<file path="src/rtl/sca_pkg.sv">
package sca_pkg;
  typedef enum logic [2:0] {
    ST_IDLE = 3'd0,
    ST_ADD  = 3'd1,
    ST_CHKA = 3'd2,
    ST_CHKB = 3'd3,
    ST_DONE = 3'd4
  } sca_state_e;

  localparam logic [2:0] FK_SUM_LO = 3'd0;
  localparam logic [2:0] FK_SUM_HI = 3'd1;
  localparam logic [2:0] FK_CY_LO  = 3'd2;
  localparam logic [2:0] FK_CY_HI  = 3'd3;
  localparam logic [2:0] FK_TABLE  = 3'd4;

  localparam logic [1:0] CM_SUB_A = 2'b00;
  localparam logic [1:0] CM_SUB_B = 2'b01;
endpackage

</file>
<file path="src/rtl/sca_cell.sv">
module sca_cell
  import sca_pkg::*;
(
  input  logic        x,
  input  logic        y,
  input  logic        ci,
  input  logic        fault_on,
  input  logic [2:0]  kind,
  input  logic [15:0] tbl,
  output logic        s,
  output logic        co
);
  logic [2:0] idx;
  assign idx = {x, y, ci};

  always_comb begin
    s  = x ^ y ^ ci;
    co = (x & y) | (ci & (x ^ y));
    if (fault_on) begin
      case (kind)
        FK_SUM_LO: s  = 1'b0;
        FK_SUM_HI: s  = 1'b1;
        FK_CY_LO:  co = 1'b0;
        FK_CY_HI:  co = 1'b1;
        FK_TABLE: begin
          s  = tbl[{1'b0, idx}];
          co = tbl[{1'b1, idx}];
        end
        default: ;
      endcase
    end
  end
endmodule

</file>
<file path="src/rtl/sca_ripple.sv">
module sca_ripple #(
  parameter int W    = 8,
  parameter int IDXW = 3
) (
  input  logic [W-1:0]    x,
  input  logic [W-1:0]    y,
  input  logic            ci,
  input  logic            flt_en,
  input  logic [IDXW-1:0] flt_cell,
  input  logic [2:0]      flt_kind,
  input  logic [15:0]     flt_tbl,
  output logic [W-1:0]    r
);
  logic [W:0] cy;
  logic       unused_cout;

  assign cy[0]       = ci;
  assign unused_cout = cy[W];

  for (genvar g = 0; g < W; g++) begin : g_cell
    logic hit;
    assign hit = flt_en && (int'(flt_cell) == g);
    sca_cell u_cell (
      .x        (x[g]),
      .y        (y[g]),
      .ci       (cy[g]),
      .fault_on (hit),
      .kind     (flt_kind),
      .tbl      (flt_tbl),
      .s        (r[g]),
      .co       (cy[g+1])
    );
  end
endmodule

</file>
<file path="src/rtl/sca_seq.sv">
module sca_seq
  import sca_pkg::*;
#(
  parameter int W = 8
) (
  input  logic         clk,
  input  logic         rst_n,
  input  logic         in_valid,
  output logic         in_ready,
  input  logic [W-1:0] in_a,
  input  logic [W-1:0] in_b,
  input  logic [1:0]   chk_mode,
  output logic [W-1:0] add_x,
  output logic [W-1:0] add_y,
  output logic         add_ci,
  input  logic [W-1:0] add_r,
  output logic [W-1:0] sum,
  output logic         err,
  output logic         done
);
  sca_state_e   st_q, st_d;
  logic [W-1:0] a_q, b_q, s_q;
  logic [1:0]   mode_q;
  logic         err_q;
  logic         both;
  logic         accept;
  logic [W-1:0] ref_v;
  logic         miss;

  assign both   = mode_q[1];
  assign accept = in_valid && (st_q == ST_IDLE);

  always_comb begin
    st_d = st_q;
    case (st_q)
      ST_IDLE: if (accept) st_d = ST_ADD;
      ST_ADD:  st_d = (mode_q == CM_SUB_B) ? ST_CHKB : ST_CHKA;
      ST_CHKA: st_d = both ? ST_CHKB : ST_DONE;
      ST_CHKB: st_d = ST_DONE;
      ST_DONE: st_d = ST_IDLE;
      default: st_d = ST_IDLE;
    endcase
  end

  always_comb begin
    add_x  = s_q;
    add_y  = ~a_q;
    add_ci = 1'b1;
    ref_v  = b_q;
    case (st_q)
      ST_ADD: begin
        add_x  = a_q;
        add_y  = b_q;
        add_ci = 1'b0;
      end
      ST_CHKB: begin
        add_y = ~b_q;
        ref_v = a_q;
      end
      default: ;
    endcase
  end

  assign miss = (add_r != ref_v);

  always_ff @(posedge clk or negedge rst_n) begin
    if (!rst_n) begin
      st_q   <= ST_IDLE;
      a_q    <= '0;
      b_q    <= '0;
      s_q    <= '0;
      mode_q <= '0;
      err_q  <= 1'b0;
    end else begin
      st_q <= st_d;
      if (accept) begin
        a_q    <= in_a;
        b_q    <= in_b;
        mode_q <= chk_mode;
        err_q  <= 1'b0;
      end
      if (st_q == ST_ADD) s_q <= add_r;
      if (st_q == ST_CHKA || st_q == ST_CHKB) err_q <= err_q | miss;
    end
  end

  assign in_ready = (st_q == ST_IDLE);
  assign done     = (st_q == ST_DONE);
  assign sum      = s_q;
  assign err      = err_q;
endmodule

</file>
<file path="src/rtl/self_check_adder.sv">
module self_check_adder #(
  parameter int W    = 8,
  parameter int IDXW = (W > 1) ? $clog2(W) : 1
) (
  input  logic            clk,
  input  logic            rst_n,
  input  logic            in_valid,
  output logic            in_ready,
  input  logic [W-1:0]    in_a,
  input  logic [W-1:0]    in_b,
  input  logic [1:0]      chk_mode,
  input  logic            flt_en,
  input  logic [IDXW-1:0] flt_cell,
  input  logic [2:0]      flt_kind,
  input  logic [15:0]     flt_tbl,
  output logic [W-1:0]    sum,
  output logic            err,
  output logic            done
);
  logic [W-1:0] add_x, add_y, add_r;
  logic         add_ci;

  sca_seq #(.W(W)) u_seq (
    .clk      (clk),
    .rst_n    (rst_n),
    .in_valid (in_valid),
    .in_ready (in_ready),
    .in_a     (in_a),
    .in_b     (in_b),
    .chk_mode (chk_mode),
    .add_x    (add_x),
    .add_y    (add_y),
    .add_ci   (add_ci),
    .add_r    (add_r),
    .sum      (sum),
    .err      (err),
    .done     (done)
  );

  sca_ripple #(.W(W), .IDXW(IDXW)) u_adder (
    .x        (add_x),
    .y        (add_y),
    .ci       (add_ci),
    .flt_en   (flt_en),
    .flt_cell (flt_cell),
    .flt_kind (flt_kind),
    .flt_tbl  (flt_tbl),
    .r        (add_r)
  );
endmodule

</file>
<file path="config.mk">
export PLATFORM = sky130hd
export DESIGN_NAME = self_check_adder
export DESIGN_NICKNAME = d
export VERILOG_FILES = /design/src/rtl/sca_pkg.sv /design/src/rtl/sca_cell.sv /design/src/rtl/sca_ripple.sv /design/src/rtl/sca_seq.sv /design/src/rtl/self_check_adder.sv
export SDC_FILE = /design/constraint.sdc
export NUM_CORES = 1
export LEC_CHECK = 0
export CORE_UTILIZATION = 40
export DETAILED_ROUTE_END_ITERATION = 8
export GPL_TIMING_DRIVEN = 0
export HOLD_SLACK_MARGIN = 0.06
export SYNTH_ARGS = -nofsm -noshare
export SYNTH_HDL_FRONTEND = slang
export SYNTH_SLANG_ARGS = --single-unit
</file>
<file path="constraint.sdc">
create_clock -name clk -period 11.9 [get_ports clk]
set_clock_uncertainty 0.15 [all_clocks]
set_input_delay 1.19 -clock clk [delete_from_list [all_inputs] [get_ports clk]]
set_output_delay 1.19 -clock clk [all_outputs]
set_load 0.03 [all_outputs]
</file>
[Word-level counts from Yosys, hierarchy flattened]
Cells that the tools add are included.
Storage, ports and cells
  register bits after elaboration: 30
  bits in latches: 0
  memory bits (writable): 0
  ROM bits: 0
  bits of input ports: 44
  output and inout bits: 11
  logic and storage cells: 163
  memories: 0
Cells by class
  add/subtract/negate cells: 0
  multiply operators: 0
  div/mod/pow operators: 0
  magnitude comparators: 15
  eq/ne operators: 18
  shift-type cells: 0
  muxes and demuxes: 70
  bitwise operators: 40
  reduce and logical (&&, ||, !) cells: 14
Operators with widths (number)
  binary-select mux 1 bit (select 3 bit): 15
  case mux 1 bit (3 select lines): 15
  < comparator 3 x 5 -> 1 bit, second input constant: 8
  < comparator 4 x 5 -> 1 bit, second input constant: 7
  two-way mux 1 bit: 34
  == test 3 x 2 -> 1 bit, second input constant: 6
  == test 3 bit, second input constant: 6
  two-way mux 8 bit: 2
  NOT 8 bit: 2
  case mux 8 bit (2 select lines): 1
  XOR 1 bit: 16
  AND 1 bit: 14
  case mux 3 bit (4 select lines): 1
  == test 3 x 1 -> 1 bit, second input constant: 3
  logical AND 1 bit: 9
  zero test 3 bit: 3
  inequality test 8 bit: 1
  bitwise OR 1 bit: 8
  two-way mux 3 bit: 2
  == test 2 x 1 -> 1 bit, second input constant: 1
  inequality test 2 x 1 -> 1 bit, second input constant: 1
  nonzero test 2 bit: 1
  logical OR 1 bit: 1

[Depth between registers and ports, before layout]
  word-level depth: 38
  depth in mapped cells: 44
  mapped depth without buffers: 41

[Modules after synthesis]
A second synthesis with hierarchy kept.
Unflattened totals
  cell total of the unflattened synthesis: 376
  area, all modules: 3657.3 um2
By module, submodules not included
  sca_cell: instances 8, cells each 24, area each 237.7 um2, sequential area each 0.0 um2
  sca_seq: instances 1, cells each 176, area each 1659.1 um2, sequential area each 750.7 um2
  sca_ripple: instances 1, cells each 8, area each 96.3 um2, sequential area each 0.0 um2

[Least setup slack after synthesis]
OpenSTA, ideal clock, no wires.
  path kind: reg2reg
  from: register u_seq.st_q[2]
  to: register u_seq.err_q (netlist: u_seq.err)
  setup time: 0.126 ns
  arrival time: 9.158 ns
  data required time: 11.624 ns
  setup slack: 2.466 ns
  stages on the path, launching flop included: 42
  path buffers: 3
  clock period less this slack: 9.434 ns
  path through: dfrtp_1 nand2b_1 buf_4 clkbuf_1 a21oi_1 fa_1 o21ai_0 a21o_1 o21ai_1 fa_1 a31oi_1 nor2_1 fa_1 a21boi_0 a311oi_1 a221oi_2 buf_6 fa_1 [... 6 more ...] nand2_1 inv_1 fa_1 a21o_1 and2_1 fa_1 a21oi_1 a21oi_1 o21ai_0 inv_1 fa_1 o2111ai_1 o21ai_0 mux2i_1 nor2_1 o31ai_1 xor2_1 o32a_1
Between the ends
  cells in the longest elaborated chain, start to end: 38
  elaborated cells between the ends (all ways): 111
  classes of those cells: eq/ne: 4; mux: 65; bitwise: 38; reduce/logical: 4
RTL lines
  start: declaration: line sca_seq.sv:21  | sca_state_e st_q, st_d;
  start signal: assignment: line sca_seq.sv:75  | st_q <= st_d;
  parallel branches: the longest is 38 deep, another holds case mux 8 bit (2 select lines)
  end signal: assignment: line sca_seq.sv:83  | if (st_q == ST_CHKA || st_q == ST_CHKB) err_q <= err_q | miss;
  end: declaration: line sca_seq.sv:24  | logic err_q;
Several ways; the timed one is not identified. The select of a mux whose other input is x is not followed.
A chain may end at the register's enable or synchronous reset.

[Worst setup path in the final report]
  from: input port flt_kind[2]
  to: register u_seq.err_q (netlist: u_seq.err)
Between the ends
  cells in the longest elaborated chain, start to end: 34
  elaborated cells between the ends (all ways): 83
  classes of those cells: eq/ne: 5; mux: 57; bitwise: 20; reduce/logical: 1
RTL lines
  start: declaration: line self_check_adder.sv:14  | input logic [2:0] flt_kind,
  == test 3 bit or == test 3 x 2 -> 1 bit (tied branches): line sca_cell.sv:20  | case (kind)
  case mux 1 bit (3 select lines): line sca_cell.sv:20
  two-way mux 1 bit: line sca_cell.sv:19  | if (fault_on) begin
  binary-select mux 1 bit (select 3 bit) or AND 1 bit (tied branches): line sca_cell.sv:27, sca_cell.sv:18
  two-way mux 1 bit (not written as such) or bitwise OR 1 bit (tied branches): line sca_cell.sv:27, sca_cell.sv:18
  case mux 1 bit (3 select lines): line sca_cell.sv:20
  two-way mux 1 bit: line sca_cell.sv:19
  binary-select mux 1 bit (select 3 bit) or AND 1 bit (tied branches): line sca_cell.sv:27, sca_cell.sv:18
  [... 18 more ...]
  two-way mux 1 bit: line sca_cell.sv:19
  binary-select mux 1 bit (select 3 bit): line sca_cell.sv:26  | s = tbl[{1'b0, idx}];
  two-way mux 1 bit (not written as such): line sca_cell.sv:26
  case mux 1 bit (3 select lines): line sca_cell.sv:20
  two-way mux 1 bit: line sca_cell.sv:19
  inequality test 8 bit (*): line sca_seq.sv:64  | assign miss = (add_r != ref_v);
  bitwise OR 1 bit (*): line sca_seq.sv:83
  two-way mux 1 bit (*): line sca_seq.sv:83
Every way passes the cells marked *; elsewhere a longest branch is shown, timed or not. The select of a mux whose other input is x is not followed.

==> flow_metrics.tcl <==
set metrics [dict create \
    post_cts_buffers 0 \
    cts_buffers 5 \
    required_ns 11.91 \
    arrival_ns 11.28 \
    drtIter0Drc 169 \
    period_minus_slack_ns 11.27 \
    num_rows 35 \
    rsz0062_at_grt "false" \
    die_h_um 99.08 \
    fin_crit_sh_pct 94.68 \
    multiInputGateArea_um2 2821 \
    ys_seq_elements 30 \
    grt_max_degree 31 \
    grt_antenna_before_repair 0 \
    routedWlPerCell_um 19.64 \
    nNetsFinal 556 \
    rrSetupSlack_ns 0.76 \
    ant_nets 0 \
    cts_tree "done" \
    max_slew_margin_pct 27.36 \
    synth_cell_types 71 \
    place_congestion 0.8717 \
    clkLatencyLatePin_ns 0.28 \
    cts_buffer_depth 2 \
    area_growth_pct 18.45 \
    drv_slew 0 \
    initial_core_util_pct 40.99 \
    hold_viol 0 \
    grt_pass1_vias 3712 \
    numClockSinks 30 \
    worstRegToRegCells 41 \
    whs_path_depth 2 \
    syn_inst 451 \
    end_kind "register" \
    worstMarginPinSlew_ns 1.090 \
    crit_slowest_cell "nor2_1" \
    synth_largest_area_cell "dfrtp_1" \
    r2r-end "u_seq.err" \
    drt-pass1-iter-count 5 \
    via_per_inst 6.102 \
    vias 3765 \
    syn_avg_cell_area_um2 8.359 \
    yosys_most_used_dff "dfrtp_1" \
    grt_usage_pct 24.96 \
    crit_type "input port to register" \
    path_clk_slew_ns 0.06 \
    portBuffers 47 \
    fp.dieArea_um2 9817 \
    drt_wl_total_um 12120 \
    fillers 879 \
    synth_edf_count 0 \
    die_w_um 99.08 \
    core_area_um2 9196 \
    status "complete, no violations" \
    cpPeakStageDelay_ns 0.61 \
    cts_hold_buf 0 \
    hpwl_um 9077 \
    antenna_cells 0 \
    yosys_warnings 0 \
    drive_above_1_share_pct 13.04 \
    register_area_um2 750.7 \
    hold_start "u_seq.sum[6]" \
    path_max_fanout 10 \
    crit_path_frequent_cell "fa_1" \
    r2r-start "u_seq.st_q[2]" \
    hp-class "register to register" \
    synth.area.top_cells "dfrtp_1 (20%), mux2i_1 (12%), mux2_2 (6.9%), nand2_1 (4.9%), a21oi_1 (4.1%)" \
    synth.most_common_cell "nand2_1" \
    finalSetupTns_ns 0 \
    cts_resized 0 \
    cts_max_level 2 \
    drc 0 \
    synth_nets 502 \
    yosysSeqAreaShare_pct 19.91 \
    fmax_ghz 0.08875 \
    syn-cell-area_um2 3770 \
    grt_pass1_wl_um 19040 \
    grt_overflow 0 \
    cts_root_buf "clkbuf_8" \
    worstHoldEndpoint "u_seq.sum[6]" \
    setup_violations 0 \
    startpoint_type "input port" \
    drv_cap 0 \
    io_pins 55 \
    synthTopCellsByCount "nand2_1 (49), mux2i_1 (45), nor2_1 (32)" \
    synthArstFlopShare_pct 100.0 \
    synth_top_area_share_pct 19.91 \
]
[routing by layer]
metal	share of wire (%)	vias to the layer above	global-route usage (%)	wire [µm]
li1	-	1780	-	-
met4	3.4	0	11.99	416
met3	5.4	37	3.688	655
met2	46	153	40.24	5526
met5	0	-	0	0
met1	46	1795	32.86	5520
[metrics by stage]
stage	util (%)	instance area (µm²)	hold slack (ns)	setup slack (ns)	cells
2_1_floorplan	-	3770	0.3545	2.466	451
3_3_place_gp	47.62	4379	0.3574	0.7020	609
4_1_cts	48.61	4471	0.3835	0.7626	617
3_5_place_dp	47.62	4379	0.3683	0.5528	609
6_report	48.56	4466	0.3698	0.6326	617
5_1_grt	48.56	4466	0.3959	0.07662	617
[area by class of cell]
type                       instances  area share (%)
timing repair buffer              47           10.42
inverter                          16           1.345
multi-input combinational        379           63.18
sequential                        30           16.81
clock buffer                       7           1.933
buffer                            26           3.082
tap                              111           3.110
clock inverter                     1          0.1121
[worst max path at each step]
stage,startpoint,end,slack (ns)
after global routing,flt_kind[2],u_seq.err,0.08
after detailed placement,flt_kind[2],u_seq.err,0.55
final,flt_kind[2],u_seq.err,0.63
after floorplan,u_seq.st_q[2],u_seq.err,2.47
after global placement,flt_kind[2],u_seq.err,0.70
after CTS,flt_kind[2],u_seq.err,0.76
[registers in the layout, indices dropped and copies added (netlist names)]
| signal | flops |
|---|---|
| u_seq.sum | 8 |
| u_seq.a_q | 8 |
| u_seq.b_q | 8 |
| u_seq.mode_q | 2 |
| u_seq.st_q | 3 |
| u_seq.err | 1 |
[layout by cell type (no fill, tap or decap), types with 10 or more instances in the layout]
cell              n
a211oi_1         10
a21oi_1          31
and2_1           10
clkbuf_1         15
clkdlybuf4s50_1  46
dfrtp_1          30
inv_1            12
mux2_2           23
mux2i_1          45
nand2_1          49
nand3_1          12
nor2_1           32
nor2b_1          13
nor3_1           10
o21ai_0          23
xor2_1           12
[cells by family after synthesis]
| logic type | synth area share, % |
|---|---|
| AND/OR/NAND/NOR | 20.15 |
| AO/OA/AOI/OAI | 24.03 |
| multiplexers | 23.00 |
| buffers and inverters | 5.243 |
| flip-flops | 19.91 |
| XOR/XNOR | 3.949 |
| adder cells (fa/ha/maj) | 3.717 |
[worst max-delay path: cells and delay by family]
family,cells,cell delay (ns)
AOI/OAI and AO/OA,18,4.34
adders and majority gates,5,1.90
and+or+nand+nor,7,1.58
buffers and inverters,6,1.41
muxes,2,0.72
xor gates and xnor gates,1,0.12
Power is not shown: default switching activity piles up to over one toggle a cycle in this logic, so the estimate is an artifact.
